===== config.mk =====
export PLATFORM = sky130hd
export DESIGN_NAME = seg_rule_eval
export DESIGN_NICKNAME = d
export VERILOG_FILES = /design/src/rtl/seg_chk_pkg.sv /design/src/rtl/seg_rule_eval.sv
export SDC_FILE = /design/constraint.sdc
export NUM_CORES = 1
export LEC_CHECK = 0
export BUFFER_PORTS_ARGS = -buffer_cell sky130_fd_sc_hd__buf_4
export CAP_MARGIN = 25
export CELL_PAD_IN_SITES_DETAIL_PLACEMENT = 1
export CELL_PAD_IN_SITES_GLOBAL_PLACEMENT = 1
export CORE_AREA = 2 2 39 41
export DETAILED_ROUTE_END_ITERATION = 8
export DIE_AREA = 0 0 41 43
export PLACE_DENSITY = 0.87
export REMOVE_ABC_BUFFERS = 1
export SLEW_MARGIN = 20
export SYNTH_ARGS = -nofsm -noshare
export SYNTH_HDL_FRONTEND = slang
export SYNTH_SLANG_ARGS = --single-unit
export TNS_END_PERCENT = 30

===== constraint.sdc =====
create_clock -name vclk -period 2.6
set_input_delay 0.39 -clock vclk [all_inputs]
set_output_delay 0.39 -clock vclk [all_outputs]
set_load 0.02 [all_outputs]

===== src/rtl/seg_chk_pkg.sv =====
// Package: shared encodings and field positions for the segment load checker.
// Assumes an 8-byte descriptor and a 16-bit selector. Field positions are
// fixed because the descriptor table format is decoded by other logic.
package seg_chk_pkg;
    localparam int SEL_W   = 16;
    localparam int DESC_W  = 64;
    localparam int PL_W    = 2;
    localparam int IDX_LSB = 3;
    localparam int TI_BIT  = 2;

    localparam int TYPE_LSB = 40;
    localparam int S_BIT    = 44;
    localparam int DPL_LSB  = 45;
    localparam int P_BIT    = 47;
    localparam int L_BIT    = 53;
    localparam int D_BIT    = 54;

    typedef enum logic [1:0] {
        TGT_DATA  = 2'd0,
        TGT_CODE  = 2'd1,
        TGT_STACK = 2'd2,
        TGT_RSVD  = 2'd3
    } tgt_e;

    typedef enum logic [2:0] {
        FLT_NONE  = 3'd0,
        FLT_NULL  = 3'd1,
        FLT_TYPE  = 3'd2,
        FLT_PRIV  = 3'd3,
        FLT_NOTP  = 3'd4,
        FLT_BADLD = 3'd5
    } fault_e;

    typedef enum logic [1:0] {
        WID_NONE = 2'd0,
        WID_16   = 2'd1,
        WID_32   = 2'd2,
        WID_64   = 2'd3
    } width_e;

    typedef struct packed {
        logic [3:0]      seg_type;
        logic            s;
        logic [PL_W-1:0] dpl;
        logic            p;
        logic            l;
        logic            d;
        logic            is_code;
        logic            conform;
        logic            rw;
    } desc_f_t;
endpackage


===== src/rtl/seg_rule_eval.sv =====
// Module: applies the per-class type and privilege rules in one
// combinational step. Assumes fields are already decoded; produces
// individual verdicts that the top ranks into one fault code.
module seg_rule_eval
    import seg_chk_pkg::*;
(
    input  logic [1:0]      target,
    input  logic [PL_W-1:0] cpl,
    input  logic [PL_W-1:0] rpl,
    input  logic            is_null,
    input  desc_f_t         f,
    output logic            rsvd_tgt,
    output logic            null_flt,
    output logic            null_ok,
    output logic            type_ok,
    output logic            priv_ok,
    output logic            ld_bad,
    output logic [1:0]      code_width
);
    logic [PL_W-1:0] eff_pl;

    // Effective privilege for data loads: the weaker of CPL and RPL.
    always_comb eff_pl = (cpl > rpl) ? cpl : rpl;

    // Class-specific verdicts.
    always_comb begin
        rsvd_tgt   = 1'b0;
        null_flt   = 1'b0;
        null_ok    = 1'b0;
        type_ok    = 1'b0;
        priv_ok    = 1'b0;
        ld_bad     = 1'b0;
        code_width = WID_NONE;
        unique case (tgt_e'(target))
            TGT_DATA: begin
                null_ok = is_null;
                type_ok = f.s && (!f.is_code || f.rw);
                priv_ok = f.conform || (f.dpl >= eff_pl);
            end
            TGT_CODE: begin
                null_flt = is_null;
                type_ok  = f.s && f.is_code;
                priv_ok  = f.conform ? (f.dpl <= cpl) : (f.dpl == cpl);
                ld_bad   = f.l && f.d;
                if (f.l)      code_width = WID_64;
                else if (f.d) code_width = WID_32;
                else          code_width = WID_16;
            end
            TGT_STACK: begin
                null_flt = is_null;
                type_ok  = f.s && !f.is_code && f.rw;
                priv_ok  = (rpl == cpl) && (f.dpl == cpl);
            end
            default: rsvd_tgt = 1'b1;
        endcase
    end
endmodule


==> results of run 1 <==
-- worst max-delay path: cells and delay by family --
kind | cells | cell delay, ps
adder cells (fa/ha/maj) | 2 | 420
buffers and inverters | 3 | 410
AND/OR/NAND/NOR | 1 | 140
multiplexers | 1 | 330
AO/OA/AOI/OAI | 3 | 430
-- cell usage in the layout, fill, tap and decap left out, types with 2 or more instances in the layout --
cell / synthesis / layout
ha_4: 0 / 3
inv_1: 9 / 5
and2_1: 2 / 2
nor3b_1: 2 / 2
ha_1: 11 / 8
buf_6: 0 / 2
inv_2: 0 / 4
buf_4: 0 / 26
-- final cells by class --
cell class,count,area share (%)
inverter,9,5.30
tap,16,3.14
timing repair buffer,28,34.2
multi-input combinational,31,57.4
-- cells by family (layout without fill, tap and decap cells) --
| kind of cell | after synthesis | in the layout |
|---|---|---|
| buffers and inverters | 9 | 37 |
| AO/OA/AOI/OAI | 8 | 8 |
| AND/OR/NAND/NOR | 10 | 10 |
| adder cells (fa/ha/maj) | 11 | 11 |
| multiplexers | 2 | 2 |
-- metal layers --
metal | global-route usage, % | up-vias
met2 | 23.8 | 9
li1 | - | 197
met1 | 17.7 | 182
met5 | 0 | -
met3 | 0 | 0
met4 | 0 | 0
-- metrics by stage --
step	cells	setup TNS, ps	utilization (%)	hold WS, ps
after floorplan	40	0	-	961
after global placement	84	-64.5	39.9	1080
after detailed placement	84	-157	39.9	1090
after CTS	84	0	44.4	1090
after global routing	84	0	46.0	1100
final	84	0	46.0	1080
-- worst min path at each step --
stage | startpoint | end | slack [ps]
global route | f[3] | code_width[0] | 1100
finish | f[3] | code_width[0] | 1080
detailed placement | f[3] | code_width[0] | 1090
floorplan | f[8] | type_ok | 960
global placement | f[3] | code_width[0] | 1080
CTS | f[3] | code_width[0] | 1090
-- where the power goes --
group / total, mW / internal (mW) / switching (mW)
Sequential: 0 / 0 / 0
Combinational: 0.115 / 0.0649 / 0.0497
Clock: 0 / 0 / 0
-- what timing repair did --
item / 4_1_cts / 5_1_grt
hold endpoints to repair: 0 / 0
pin swaps: 4 / 2
setup endpoints to repair: 1 / 1
gates resized for setup: 11 / 5
==> run summary, run 1 <==
Status: finished, final reports clean
Worst setup path class: in -> out
Number of clock buffers in the layout: 0
Crit share post-route: 96.3%
Fmax: 399 MHz
CP Launch Type: input port
Detailed Route WL: 1030 um
Hold_buf cts: 0
Setup violations, final: 0
WHS Path Cells: 3
Chip Width: 41 um
Met3 WL: 49 um
Cell at the slowest stage of the critical path: mux2_4
Pre-antenna DRT Iters: 4
# DRC: 0
Top cells by count, synth: ha_1 (11), inv_1 (9), and2_1 (2), nand2b_1 (2), nor3b_1 (2)
Critical path data required time: 2210 ps
Yosys warns: 0
Area Growth Syn to Fin: 98.1%
Most frequent cell after synthesis: ha_1
Initial antenna violation count: 0
Max-slew violations: 0
First-pass GRT wire length: 1670 um
Core Region: 1380 um^2
Hold Crit Class: in -> out
Unrepaired setup endpoints after global routing: no
CP cell instances: buf_4 > buf_4 > ha_1 > o22ai_2 > mux2_4 > ha_4 > nand2b_4 > a211oi_4 > o32ai_2 > buf_4
I/O pins: 28
Critical path's largest stage delay: 330 ps
Worst setup margin: 95.9 ps
Iteration-0 DRC Markers: 5
Synth top area share: 42.8%
Grt ovf: 0
Power per cell area: 180 nW/um^2
Largest net degree at the start of global routing: 8
Main combinational cell family by area after synthesis: adder cells
Postcts setup bufs: 0
Uppermost layer routed: met3
CP arrival: 2110 ps
Fin area: 637 um^2
Adder-cell share of the synthesized area: 42.8%
Placed cell areas: 552 um^2
Fill count: 164
Crit-path most repeated cell: buf_4
Met1 Wirelength: 407 um
Reg area: 0 um^2
Met2 Wirelength: 568 um
Ant. Diodes: 0
Seq_cells: 0
Share of layout cells above drive strength 1: 60.3%
Relative slew margins: 84.6%
Leak: 0.339 nW
Synth Area per Inst: 8.04 um^2
FP Rows: 14
Worst-path fanout max: 2
Routed wire length per instance: 12.2 um
Number of max-cap violations: 0
Multi-input gate area: 365 um^2
Endpoints failing hold: 0
Compound-cell area share of the yosys netlist: 19.5%
Sequential area share after synthesis: 0%
Pre-CTS WS: -157 ps
Antenna Nets Post-Route: 0
Multiplexer share of the synthesized area: 7.00%
Slew @ Worst Pin: 231 ps
Maximum vdd drop: 82.9 uV
Dpl hpwl: 876 um
Via count: 388
Critical Path End: priv_ok
Gpl congestion: 0.646
Unique masters post-synth: 19
Full die area: 1760 um^2
Vias in the first global route: 395
Cell taking the most area after synthesis: ha_1
Area contributors post-synth: ha_1 (43%), inv_1 (11%), nor3b_1 (4.7%)
Mapped Cells: 40
Chip Height: 43 um
XOR/XNOR share of the synthesized area: 0%
Total power: 0.115 mW
Simple-gate share of the synthesized area: 20.2%
CP startpoint: cpl[1]
I/O Buffers: 23
GR Util All Layers: 13.2%
Vias per std cell: 4.62
Fin crit period: 2500 ps
Synth Cell Area: 322 um^2
Nets: 101
Worst setup EP type: output pin
Initial Utilization: 23.2%
No activity file was read; power rests on OpenSTA's default activity.
==> inputs of run 2 (changes only) <==
--- a/config.mk
+++ b/config.mk
@@ -13,6 +13,7 @@
 export DETAILED_ROUTE_END_ITERATION = 8
 export DIE_AREA = 0 0 41 43
 export PLACE_DENSITY = 0.87
+export RECOVER_POWER = 25
 export REMOVE_ABC_BUFFERS = 1
 export SLEW_MARGIN = 20
 export SYNTH_ARGS = -nofsm -noshare
==> run 2 against run 1 <==
Effect of this change: critical path depth unchanged; sequential share of layout area unchanged; clock-buffer cell count unchanged; wire length down 0.58%; power down 1.4%; die area unchanged.
==> run summary, run 2 (synthesized netlist as in run 1, its figures left out) <==
Routed wire length per instance: 12.1 um (was 12.2 um)
Slew @ Worst Pin: 252 ps (was 231 ps)
Largest net degree at the start of global routing: 8 (unchanged)
Gpl congestion: 0.646 (unchanged)
Setup violations, final: 0 (unchanged)
Full die area: 1760 um^2 (unchanged)
Detailed Route WL: 1020 um (was 1030 um)
Number of clock buffers in the layout: 0 (unchanged)
Ant. Diodes: 0 (unchanged)
Vias per std cell: 4.61 (was 4.62)
Nets: 101 (unchanged)
CP Launch Type: input port (unchanged)
Critical path data required time: 2210 ps (about the same)
Hold Crit Class: in -> out (unchanged)
Final core utilization: 45.5% (was 46.0%)
Crit-path most repeated cell: buf_4 (unchanged)
Cell at the slowest stage of the critical path: mux2_4 (unchanged)
Endpoints failing hold: 0 (unchanged)
Fmax: 400 MHz (was 399 MHz)
Worst setup path class: in -> out (unchanged)
Initial antenna violation count: 0 (unchanged)
Unrepaired setup endpoints after global routing: no (unchanged)
Postcts setup bufs: 0 (unchanged)
Power per cell area: 180 nW/um^2 (about the same)
CP arrival: 2110 ps (about the same)
Chip Height: 43 um (unchanged)
Reg area: 0 um^2 (unchanged)
Pre-antenna DRT Iters: 2 (was 4)
# DRC: 0 (unchanged)
First-pass GRT wire length: 1670 um (unchanged)
Iteration-0 DRC Markers: 5 (unchanged)
Chip Width: 41 um (unchanged)
Vias in the first global route: 395 (unchanged)
Core Region: 1380 um^2 (unchanged)
Seq_cells: 0 (unchanged)
Crit share post-route: 96.3% (about the same)
Share of layout cells above drive strength 1: 57.4% (was 60.3%)
Dpl hpwl: 876 um (unchanged)
Relative slew margins: 83.2% (was 84.6%)
Number of max-cap violations: 0 (unchanged)
Critical path's largest stage delay: 330 ps (about the same)
Antenna Nets Post-Route: 0 (unchanged)
GR Util All Layers: 13.2% (unchanged)
I/O pins: 28 (unchanged)
Via count: 387 (was 388)
Initial Utilization: 23.2% (unchanged)
Status: finished, final reports clean (unchanged)
Worst-path fanout max: 2 (unchanged)
Fin crit period: 2500 ps (about the same)
Maximum vdd drop: 83.0 uV (was 82.9 uV)
CP cell instances: buf_4 > buf_4 > ha_1 > o22ai_2 > mux2_4 > ha_4 > nand2b_4 > a211oi_4 > o32ai_2 > buf_4 (unchanged)
Area Growth Syn to Fin: 95.7% (was 98.1%)
FP Rows: 14 (unchanged)
Most frequent cells in the layout: buf_4 (24), ha_1 (8), inv_1 (5) (was buf_4 (26), ha_1 (8), inv_1 (5))
WHS: 1080 ps (about the same)
Max-slew violations: 0 (unchanged)
Leak: 0.332 nW (was 0.339 nW)
Commonest non-fill, non-tap cell in the layout: buf_4 (unchanged)
CP delay by family, top: compound AO/OA/AOI/OAI gates (unchanged)
Critical path buffers and inverters: 3 (unchanged)
Grt ovf: 0 (unchanged)
Worst setup EP type: output pin (unchanged)
I/O Buffers: 23 (unchanged)
[run 2: changes by cell type in the layout (fill, tap and decap cells not counted)]
cell and change:
buf_4 -2, clkbuf_1 +2
[run 2: final timing paths]
kind                  startpoint             to  slack (ps)  depth (start not counted)
worst min-delay path        f[3]  code_width[0]        1080                          3
worst max-delay path      cpl[1]        priv_ok         100                         10
[run 2: report_power, final]
group          switching (mW)  internal [mW]
Sequential                  0              0
Combinational          0.0498         0.0633
Clock                       0              0
Total                  0.0498         0.0633
[run 2: layout make-up]
class                           instances  area, um^2
Multi-Input combinational cell         31         365
Timing Repair Buffer                   28         210
Tap cell                               16        20.0
Inverter                                9        33.8
Fill cell                             165         754
[run 2: tightest hold or removal path, stage by stage]
cell and delay (ps):
buf_4 90, a21boi_0 70, buf_4 150
[run 2: stage by stage]
| step | TNS (ps) | cell area, um^2 | setup slack [ps] | power [mW] | cells |
|---|---|---|---|---|---|
| 2_1_floorplan | 0 | 322 | 6.23 | 0.0432 | 40 |
| 3_3_place_gp | -64.5 | 552 | -64.5 | 0.0855 | 84 |
| 3_5_place_dp | -157 | 552 | -157 | 0.0907 | 84 |
| 4_1_cts | 0 | 614 | 3.89 | 0.109 | 84 |
| 5_1_grt | 0 | 629 | 8.05 | 0.125 | 84 |
| 6_report | 0 | 629 | 97.2 | 0.113 | 84 |
[run 2: timing repair]
item	in CTS	in global routing
hold buffers	0	0
pin swaps	4	2
resized for setup	11	5
endpoints found under the setup margin	1	1
[run 2: metal layers]
| layer | share of wire (%) | track usage (%) | vias to the layer above | wire (um) |
|---|---|---|---|---|
| li1 | - | - | 197 | - |
| met1 | 39 | 17.7 | 181 | 402 |
| met4 | 0 | 0 | 0 | 0 |
| met5 | 0 | 0 | - | 0 |
| met2 | 56 | 23.8 | 9 | 567 |
| met3 | 4.8 | 0 | 0 | 49 |
